<file path="config.mk">
export PLATFORM = sky130hd
export DESIGN_NAME = ext_irq_ctrl
export DESIGN_NICKNAME = d
export VERILOG_FILES = /design/src/rtl/ext_irq_pkg.sv /design/src/rtl/ext_irq_sync.sv /design/src/rtl/ext_irq_detect.sv /design/src/rtl/ext_irq_arb.sv /design/src/rtl/ext_irq_ctrl.sv
export SDC_FILE = /design/constraint.sdc
export NUM_CORES = 1
export LEC_CHECK = 0
export BUFFER_PORTS_ARGS = -buffer_cell sky130_fd_sc_hd__buf_2
export CAP_MARGIN = 10
export CORE_ASPECT_RATIO = 0.8
export CORE_MARGIN = 3
export CORE_UTILIZATION = 45
export CTS_CLUSTER_SIZE = 14
export DETAILED_ROUTE_END_ITERATION = 12
export GPL_ROUTABILITY_DRIVEN = 0
export PLACE_DENSITY_LB_ADDON = 0.1
export SYNTH_ARGS = -nofsm -noshare
export SYNTH_HDL_FRONTEND = slang
export SYNTH_HIERARCHICAL = 1
export SYNTH_SLANG_ARGS = --single-unit
</file>
<file path="constraint.sdc">
create_clock -name clk -period 3.8 [get_ports clk]
set_input_delay 0.76 -clock clk [delete_from_list [all_inputs] [get_ports clk]]
set_output_delay 0.76 -clock clk [all_outputs]
set_load 0.1 [all_outputs]
</file>
<file path="src/rtl/ext_irq_pkg.sv">
package ext_irq_pkg;
   typedef enum logic [1:0] {
      SENSE_LOW  = 2'b00,
      SENSE_ANY  = 2'b01,
      SENSE_FALL = 2'b10,
      SENSE_RISE = 2'b11
   } sense_e;

   localparam int unsigned ADDR_SENSE   = 0;
   localparam int unsigned ADDR_ENABLE  = 1;
   localparam int unsigned ADDR_PENDING = 2;
endpackage

</file>
<file path="src/rtl/ext_irq_sync.sv">
module ext_irq_sync #(
   parameter int unsigned STAGES = 2
) (
   input  logic clk,
   input  logic rst_n,
   input  logic d_i,
   output logic q_o
);
   generate
      if (STAGES < 2) begin : g_bad
         $error("ext_irq_sync: STAGES must be at least 2");
      end
   endgenerate

   logic [STAGES-1:0] chain_q;

   always_ff @(posedge clk or negedge rst_n) begin
      if (!rst_n) chain_q <= '0;
      else        chain_q <= {chain_q[STAGES-2:0], d_i};
   end

   assign q_o = chain_q[STAGES-1];
endmodule

</file>
<file path="src/rtl/ext_irq_detect.sv">
module ext_irq_detect
   import ext_irq_pkg::*;
(
   input  logic   clk,
   input  logic   rst_n,
   input  logic   pin_s,
   input  sense_e mode,
   input  logic   clr_i,
   output logic   flag_o,
   output logic   level_o
);
   logic prev_q;
   logic flag_q;
   logic evt;

   always_comb begin
      unique case (mode)
         SENSE_ANY:  evt = pin_s ^ prev_q;
         SENSE_FALL: evt = prev_q & ~pin_s;
         SENSE_RISE: evt = ~prev_q & pin_s;
         default:    evt = 1'b0;
      endcase
   end

   always_ff @(posedge clk or negedge rst_n) begin
      if (!rst_n) begin
         prev_q <= 1'b0;
         flag_q <= 1'b0;
      end else begin
         prev_q <= pin_s;
         if (evt)        flag_q <= 1'b1;
         else if (clr_i) flag_q <= 1'b0;
      end
   end

   assign flag_o  = flag_q;
   assign level_o = (mode == SENSE_LOW) & ~pin_s;

   AST_SET_WINS: assert property (@(posedge clk) disable iff (!rst_n)
      evt |=> flag_q);
   AST_CLEAR_TAKES: assert property (@(posedge clk) disable iff (!rst_n)
      (clr_i && !evt) |=> !flag_q);
   AST_LEVEL_NO_LATCH: assert property (@(posedge clk) disable iff (!rst_n)
      (mode == SENSE_LOW && !flag_q) |=> !flag_q);
endmodule

</file>
<file path="src/rtl/ext_irq_arb.sv">
module ext_irq_arb #(
   parameter int unsigned N   = 2,
   localparam int unsigned IDW = (N > 1) ? $clog2(N) : 1
) (
   input  logic           clk,
   input  logic           rst_n,
   input  logic [N-1:0]   req_i,
   output logic           any_o,
   output logic [IDW-1:0] id_o
);
   always_comb begin
      id_o = '0;
      for (int i = N - 1; i >= 0; i--) begin
         if (req_i[i]) id_o = IDW'(i);
      end
   end

   assign any_o = |req_i;

   AST_PIN0_FIRST: assert property (@(posedge clk) disable iff (!rst_n)
      req_i[0] |-> (id_o == '0));
   AST_ID_REQUESTING: assert property (@(posedge clk) disable iff (!rst_n)
      any_o |-> req_i[id_o]);
endmodule

</file>
<file path="src/rtl/ext_irq_ctrl.sv">
module ext_irq_ctrl
   import ext_irq_pkg::*;
#(
   parameter int unsigned NUM_PINS    = 2,
   parameter int unsigned DATA_W      = 8,
   parameter int unsigned ADDR_W      = 2,
   parameter int unsigned SYNC_STAGES = 2,
   localparam int unsigned SENSE_W    = 2 * NUM_PINS,
   localparam int unsigned IDW        = (NUM_PINS > 1) ? $clog2(NUM_PINS) : 1
) (
   input  logic                clk,
   input  logic                rst_n,
   input  logic [NUM_PINS-1:0] pin_i,
   input  logic                gie_i,
   input  logic                ack_i,
   input  logic [ADDR_W-1:0]   bus_addr,
   input  logic [DATA_W-1:0]   bus_wdata,
   input  logic                bus_we,
   output logic [DATA_W-1:0]   bus_rdata,
   output logic                irq_o,
   output logic [IDW-1:0]      irq_id_o
);
   generate
      if (SENSE_W > DATA_W) begin : g_bad_width
         $error("ext_irq_ctrl: sense fields do not fit in DATA_W");
      end
      if (ADDR_W < 2) begin : g_bad_addr
         $error("ext_irq_ctrl: ADDR_W must be at least 2");
      end
      if (SENSE_W < DATA_W) begin : g_spare
         logic unused_wdata_hi;
         assign unused_wdata_hi = ^bus_wdata[DATA_W-1:SENSE_W];
      end
   endgenerate

   logic [SENSE_W-1:0]  sense_q;
   logic [NUM_PINS-1:0] enable_q;
   logic [NUM_PINS-1:0] pin_s;
   logic [NUM_PINS-1:0] flag;
   logic [NUM_PINS-1:0] level;
   logic [NUM_PINS-1:0] req;
   logic [NUM_PINS-1:0] clr;
   logic [NUM_PINS-1:0] w1c;
   logic [NUM_PINS-1:0] ack_clr;

   wire sel_sense   = (bus_addr == ADDR_W'(ADDR_SENSE));
   wire sel_enable  = (bus_addr == ADDR_W'(ADDR_ENABLE));
   wire sel_pending = (bus_addr == ADDR_W'(ADDR_PENDING));

   always_ff @(posedge clk or negedge rst_n) begin
      if (!rst_n) begin
         sense_q  <= '0;
         enable_q <= '0;
      end else if (bus_we) begin
         if (sel_sense)  sense_q  <= bus_wdata[SENSE_W-1:0];
         if (sel_enable) enable_q <= bus_wdata[NUM_PINS-1:0];
      end
   end

   assign w1c     = (bus_we && sel_pending) ? bus_wdata[NUM_PINS-1:0] : '0;
   assign ack_clr = (ack_i && irq_o) ? (NUM_PINS'(1) << irq_id_o) : '0;
   assign clr     = w1c | ack_clr;

   for (genvar g = 0; g < NUM_PINS; g++) begin : g_pin
      ext_irq_sync #(.STAGES(SYNC_STAGES)) u_sync (
         .clk   (clk),
         .rst_n (rst_n),
         .d_i   (pin_i[g]),
         .q_o   (pin_s[g])
      );

      ext_irq_detect u_det (
         .clk     (clk),
         .rst_n   (rst_n),
         .pin_s   (pin_s[g]),
         .mode    (sense_e'(sense_q[2*g+1 -: 2])),
         .clr_i   (clr[g]),
         .flag_o  (flag[g]),
         .level_o (level[g])
      );

      assign req[g] = gie_i & enable_q[g] & (flag[g] | level[g]);
   end

   ext_irq_arb #(.N(NUM_PINS)) u_arb (
      .clk   (clk),
      .rst_n (rst_n),
      .req_i (req),
      .any_o (irq_o),
      .id_o  (irq_id_o)
   );

   always_comb begin
      bus_rdata = '0;
      if (sel_sense)        bus_rdata[SENSE_W-1:0]  = sense_q;
      else if (sel_enable)  bus_rdata[NUM_PINS-1:0] = enable_q;
      else if (sel_pending) bus_rdata[NUM_PINS-1:0] = flag;
   end

   AST_IRQ_NEEDS_GIE: assert property (@(posedge clk) disable iff (!rst_n)
      irq_o |-> gie_i);
   AST_IRQ_NEEDS_ENABLE: assert property (@(posedge clk) disable iff (!rst_n)
      irq_o |-> enable_q[irq_id_o]);
   AST_RSVD_ZERO: assert property (@(posedge clk) disable iff (!rst_n)
      (sel_enable || sel_pending) |-> (bus_rdata[DATA_W-1:NUM_PINS] == '0));
   AST_ACK_CLEARS: assert property (@(posedge clk) disable iff (!rst_n)
      (ack_i && irq_o && !irq_id_o[0] && !w1c[1]) |=> (flag[1] == $past(flag[1]) || flag[1]));
endmodule

</file>
Word level (Yosys, flattened, before mapping)
Cells that the tools add are included.

word-level totals
  register bits after elaboration = 14
  latch bits = 0
  bits in writable memories = 0
  memory bits (read-only) = 0
  output and inout bits = 10
  logic and storage cells = 60
  memories = 0

cells by class
  add/sub/neg operators = 0
  $mul = 0
  divide/modulo/power cells = 0
  $lt $le $gt $ge = 0
  equal/unequal tests = 8
  shift operators = 1
  mux-type cells = 14
  bitwise gates (word level) = 19
  reductions and logical operators = 10

operators by type and width
  operator             number
  $mux 2               6
  $and 1x1->1          10
  $eq 2x2->1 const B   5
  $eq 2x1->1 const B   3
  $logic_not 2->1      3
  $mux 1               6
  $pmux 1 s3           2
  $not 1->1            4
  $reduce_and 2->1     2
  $reduce_bool 2->1    2
  $logic_and 1x1->1    2
  $or 1x1->1           2
  $or 2x2->2           1
  $reduce_or 2->1      1
  $shl 1x1->2 const A  1
  $xor 1x1->1          2

Longest topological paths before layout
  depth in word-level cells = 11
  gate-level depth with buffers = 7
  depth with buffers taken out = 7

By module
Netlist, hierarchy kept.

modules (own cells, without submodules)
  module          instances  cells an instance  area an instance (sq um)  sequential area each (sq um)
  ext_irq_ctrl    1          33                 406.6                     150.1
  ext_irq_detect  2          11                 120.1                     50.0
  ext_irq_sync    2          2                  50.0                      50.0
  ext_irq_arb     1          2                  12.5                      0.0

Least setup slack after synthesis
OpenSTA, ideal clock, no wires.

  kind = in2out
  start = input bus_addr[1]
  end = output bus_rdata[2]
  arrival = 3.082 ns
  data required time = 3.040 ns
  setup slack = -0.042 ns
  stages = 2
  path through = buf_6 -> nor3b_1

on the way
  longest elaborated chain between the ends = 2

ends and longest elaborated chain
  element          RTL line            source
  start, declared  ext_irq_ctrl.sv:16  input logic [ADDR_W-1:0] bus_addr,
  $logic_not 2->1  ext_irq_ctrl.sv:46  wire sel_sense = (bus_addr == ADDR_W'(ADDR_SENSE));
  $mux 2           ext_irq_ctrl.sv:95  if (sel_sense) bus_rdata[SENSE_W-1:0] = sense_q;
  end, declared    ext_irq_ctrl.sv:19  output logic [DATA_W-1:0] bus_rdata,

No other way between the ends.

Worst setup path after layout
  start = register g_pin[1].u_sync.chain_q[1]
  end = output irq_id_o

on the way
  longest elaborated chain between the ends = 6

ends and longest elaborated chain
  element                 RTL line              source
  start, declared         ext_irq_sync.sv:15    logic [STAGES-1:0] chain_q;
  start signal, assigned  ext_irq_sync.sv:19    else chain_q <= {chain_q[STAGES-2:0], d_i};
  $not 1->1               ext_irq_detect.sv:37  assign level_o = (mode == SENSE_LOW) & ~pin_s;
  $and 1x1->1             ext_irq_detect.sv:37
  net level[1]            ext_irq_ctrl.sv:40    logic [NUM_PINS-1:0] level;
  $or 1x1->1              ext_irq_ctrl.sv:82    assign req[g] = gie_i & enable_q[g] & (flag[g] | level[g]);
  $and 1x1->1             ext_irq_ctrl.sv:82
  net req[1]              ext_irq_ctrl.sv:41    logic [NUM_PINS-1:0] req;
  $mux 1 (2 in a row)     ext_irq_arb.sv:14     if (req_i[i]) id_o = IDW'(i);
  end, declared           ext_irq_ctrl.sv:21    output logic [IDW-1:0] irq_id_o

The timed path passes the listed nets, and every way through them passes these cells.

==> summary.md <==
| Metric | Value |
|---|---|
| Status | finished clean |
| Dominant cell type by area after synthesis | dfrtp_1 |
| Post-CTS Resized | 0 |
| DR pass1 iterations | 4 |
| Length of routed met3 wiring | 71 µm |
| Layout Nets | 103 |
| DP Area | 846 µm² |
| Iteration-0 DRC Markers | 2 |
| Tmin final | 2.55 ns |
| CTS tree | yes |
| # diodes | 0 |
| Vias | 510 |
| Crit path kind | reg -> out |
| Total power | 0.459 mW |
| Async SR Flop Fraction | 100% |
| PortBufs | 18 |
| Fmax | 392 MHz |
| Die ar. | 2220 µm² |
| Unrepaired setup endpoints after global routing | false |
| Clock power frac | 17.2% |
| Final setup vio count | 0 |
| Distinct cells, synth | 22 |
| Flop pwr share | approximately 43% |
| Pre-CTS setup slack | 1.33 ns |
| Sink Count | 14 |
| EDFF count, synth | 0 |
| Max FO, Critical Path | 4 |
| Layout cells sized above 1 | between 30% and 40% |
| # IOs | 27 |
| Dpl cells | 98 |
| Peak VDD IR | 0.245 mV |
| Met1 wire length | 571 µm |
| Num CTS Buffers | 3 |
| Max cap viols | 0 |
| Hold-fix buffers, CTS | 0 |
| Die height | roughly 43 µm |
| CP Launch Type | flop |
| Vias in the first global route | ~560 |
| Post-synth top cells | dfrtp_1, inv_1, mux2_2 |
| Seq/Total Area, Yosys | a little under half |
| Setup slack after layout | 1.25 ns |
| Clk_skew | 0.00156 ns |
| Drt drc | 0 |
| Vias per inst | 5.05 |
| Mapped Avg Cell Area | 12.5 µm² |
| Total gr overflow | 0 |
| Core ar. | 1490 µm² |
| Wire length per cell | 12.8 µm |
| Power per Cell Area | roughly 530 nW/µm² |
| Dpl hpwl | 1.05 mm |
| FILL cells | 131 |
| Worst Reg2Reg Path Length in Cells | 6 |
| Slew Viols, Final | 0 |
| Cell area after synthesis | between 700 and 800 µm² |
| WHS | about 0.35 ns |
| Final wirelength | 1.29 mm |
| Synth top area share | 46.1% |
| Worst hold path cell count | 0 |
| Pint | ~0.26 mW |
| Initial Util | 51.1% |
| Final Hold Viols | 0 |
| Non-filler instance count after layout | about 100 |
| Post-CTS Setup Bufs | 0 |
| Pleak | between 0.4 and 0.5 nW |
| CP arrival | 1.79 ns |
| CTS clk-pin slew, worst paths | 0.08 ns |
| Pin count of the biggest net entering global routing | 15 |
| Crit-path max cell delay | 0.46 ns |
| Clk buf depth | 2 |
| CP Data Required Time | 3.04 ns |
| Antenna Nets Post-Route | 0 |
| GRT Util Overall | 14.4% |
| NetSw | around 0.20 mW |
| Clk_lat worst skew | 0.27 ns |
| Site Rows | 12 |
| Root Buffer | clkbuf_4 |
| First-pass GRT wire length | 2.42 mm |
| Logic pwr share | 40.3% |
| Fin Setup TNS | 0 ns |
| HP Class | reg -> reg |
| Net Sw Frac | 43.4% |
| CP Capture Type | primary output |
| Yosys warnings | 6 |
| Crit path cell chain | nor3_1 > o211a_1 > nor2b_1 > buf_2 |
| Synth-to-layout area growth | 14.3% |
| Crit-path slowest cell | buf_2 |
| Final period util | 67.2% |
| Synth Instances | 61 |
| WL met2 | 646 µm |
| Final instance area | 868 µm² |
| Post-synth top flop | dfrtp_1 |
| Core Util, Final | 58.4% |
| Top-count cell post-synth | dfrtp_1 |
| Die Span X | 51.9 µm |
| Flops & latches, synth | 14 |
| Top Metal Used | met3 |
| Ranking of synthesized cells by area | dfrtp_1, mux2_2, ha_1 |
| Initial antenna violation count | 0 |
| H-Tree Depth | 1 |
## layout by cell type (no fill, tap or decap), types with 2 or more instances in the layout
| cell | Yosys | routed |
|---|---|---|
| a221o_1 | 2 | 2 |
| conb_1 | 1 | 4 |
| buf_2 | 0 | 18 |
| mux2_2 | 6 | 6 |
| mux2_1 | 2 | 2 |
| mux2i_1 | 2 | 2 |
| ha_1 | 4 | 4 |
| clkbuf_4 | 0 | 3 |
| nor3_1 | 2 | 2 |
| dfrtp_1 | 14 | 14 |
| o211a_1 | 2 | 2 |
| nor3b_1 | 4 | 4 |
| o2bb2ai_1 | 3 | 3 |
| inv_1 | 6 | 6 |
## state kept, by name, indices dropped and copies added (netlist names)
signal / flops
enable_q: 2
g_pin.u_det/flag_o: 2
g_pin.u_det/prev_q: 2
g_pin.u_sync/chain_q: 4
sense_q: 4
## power by group through the flow
stage | Combinational, mW | Clock [mW] | Sequential, mW
floorplan | 0.161 | 0 | 0.192
global placement | 0.184 | 0 | 0.198
detailed placement | 0.186 | 0 | 0.199
CTS | 0.187 | 0.0837 | 0.195
global route | 0.198 | 0.0924 | 0.201
finish | 0.185 | 0.0790 | 0.195
## path summary, 6_finish.rpt
path,startpoint,end,slack [ns]
setup / recovery,g_pin[1].u_sync/chain_q[1],irq_id_o,1.25
hold / removal,g_pin[0].u_sync/chain_q[0],g_pin[0].u_sync/chain_q[1],0.35
setup reg to reg,g_pin[1].u_sync/chain_q[1],g_pin[1].u_det/flag_o,2.10
hold reg to reg,g_pin[0].u_sync/chain_q[0],g_pin[0].u_sync/chain_q[1],0.35
max in group asynchronous,rst_n,sense_q[3],3.19
min in group asynchronous,rst_n,enable_q[0],0.37
## critical path: cells and delay by family (launching register included)
family / cells / cell delay (ns)
buffers and inverters: 1 / 0.46
flip-flops: 1 / 0.42
AO/OA/AOI/OAI: 1 / 0.20
AND/OR/NAND/NOR: 2 / 0.44
## final cells by class
cell class | instances | area, µm² | share of cell area, %
well taps | 21 | 26.3 | 3.03
clock buffers | 3 | 22.5 | 2.59
inverters | 6 | 22.5 | 2.59
repair buffers | 18 | 90.1 | 10.4
flip-flops and latches | 14 | 350 | 40.3
multi-input cells | 39 | 357 | 41.1
## logic make-up (layout without fill, tap and decap cells)
group / Yosys count / in the layout / share of synthesized area, %
flops: 14 / 14 / 46.1
simple gates: 13 / 13 / 13.8
buf+inv: 11 / 27 / 8.40
mux: 10 / 10 / 14.5
compound gates: 8 / 8 / 10.1
fa+ha+maj: 4 / 4 / 6.59
other cells: 1 / 4 / 0.494
## per-layer routing
metal	global-route usage, %	vias to the layer above
li1	-	252
met1	18.9	243
met2	24.1	15
met3	5.26	0
met4	0	0
met5	0	-
Power figures use the tool's default switching activity.
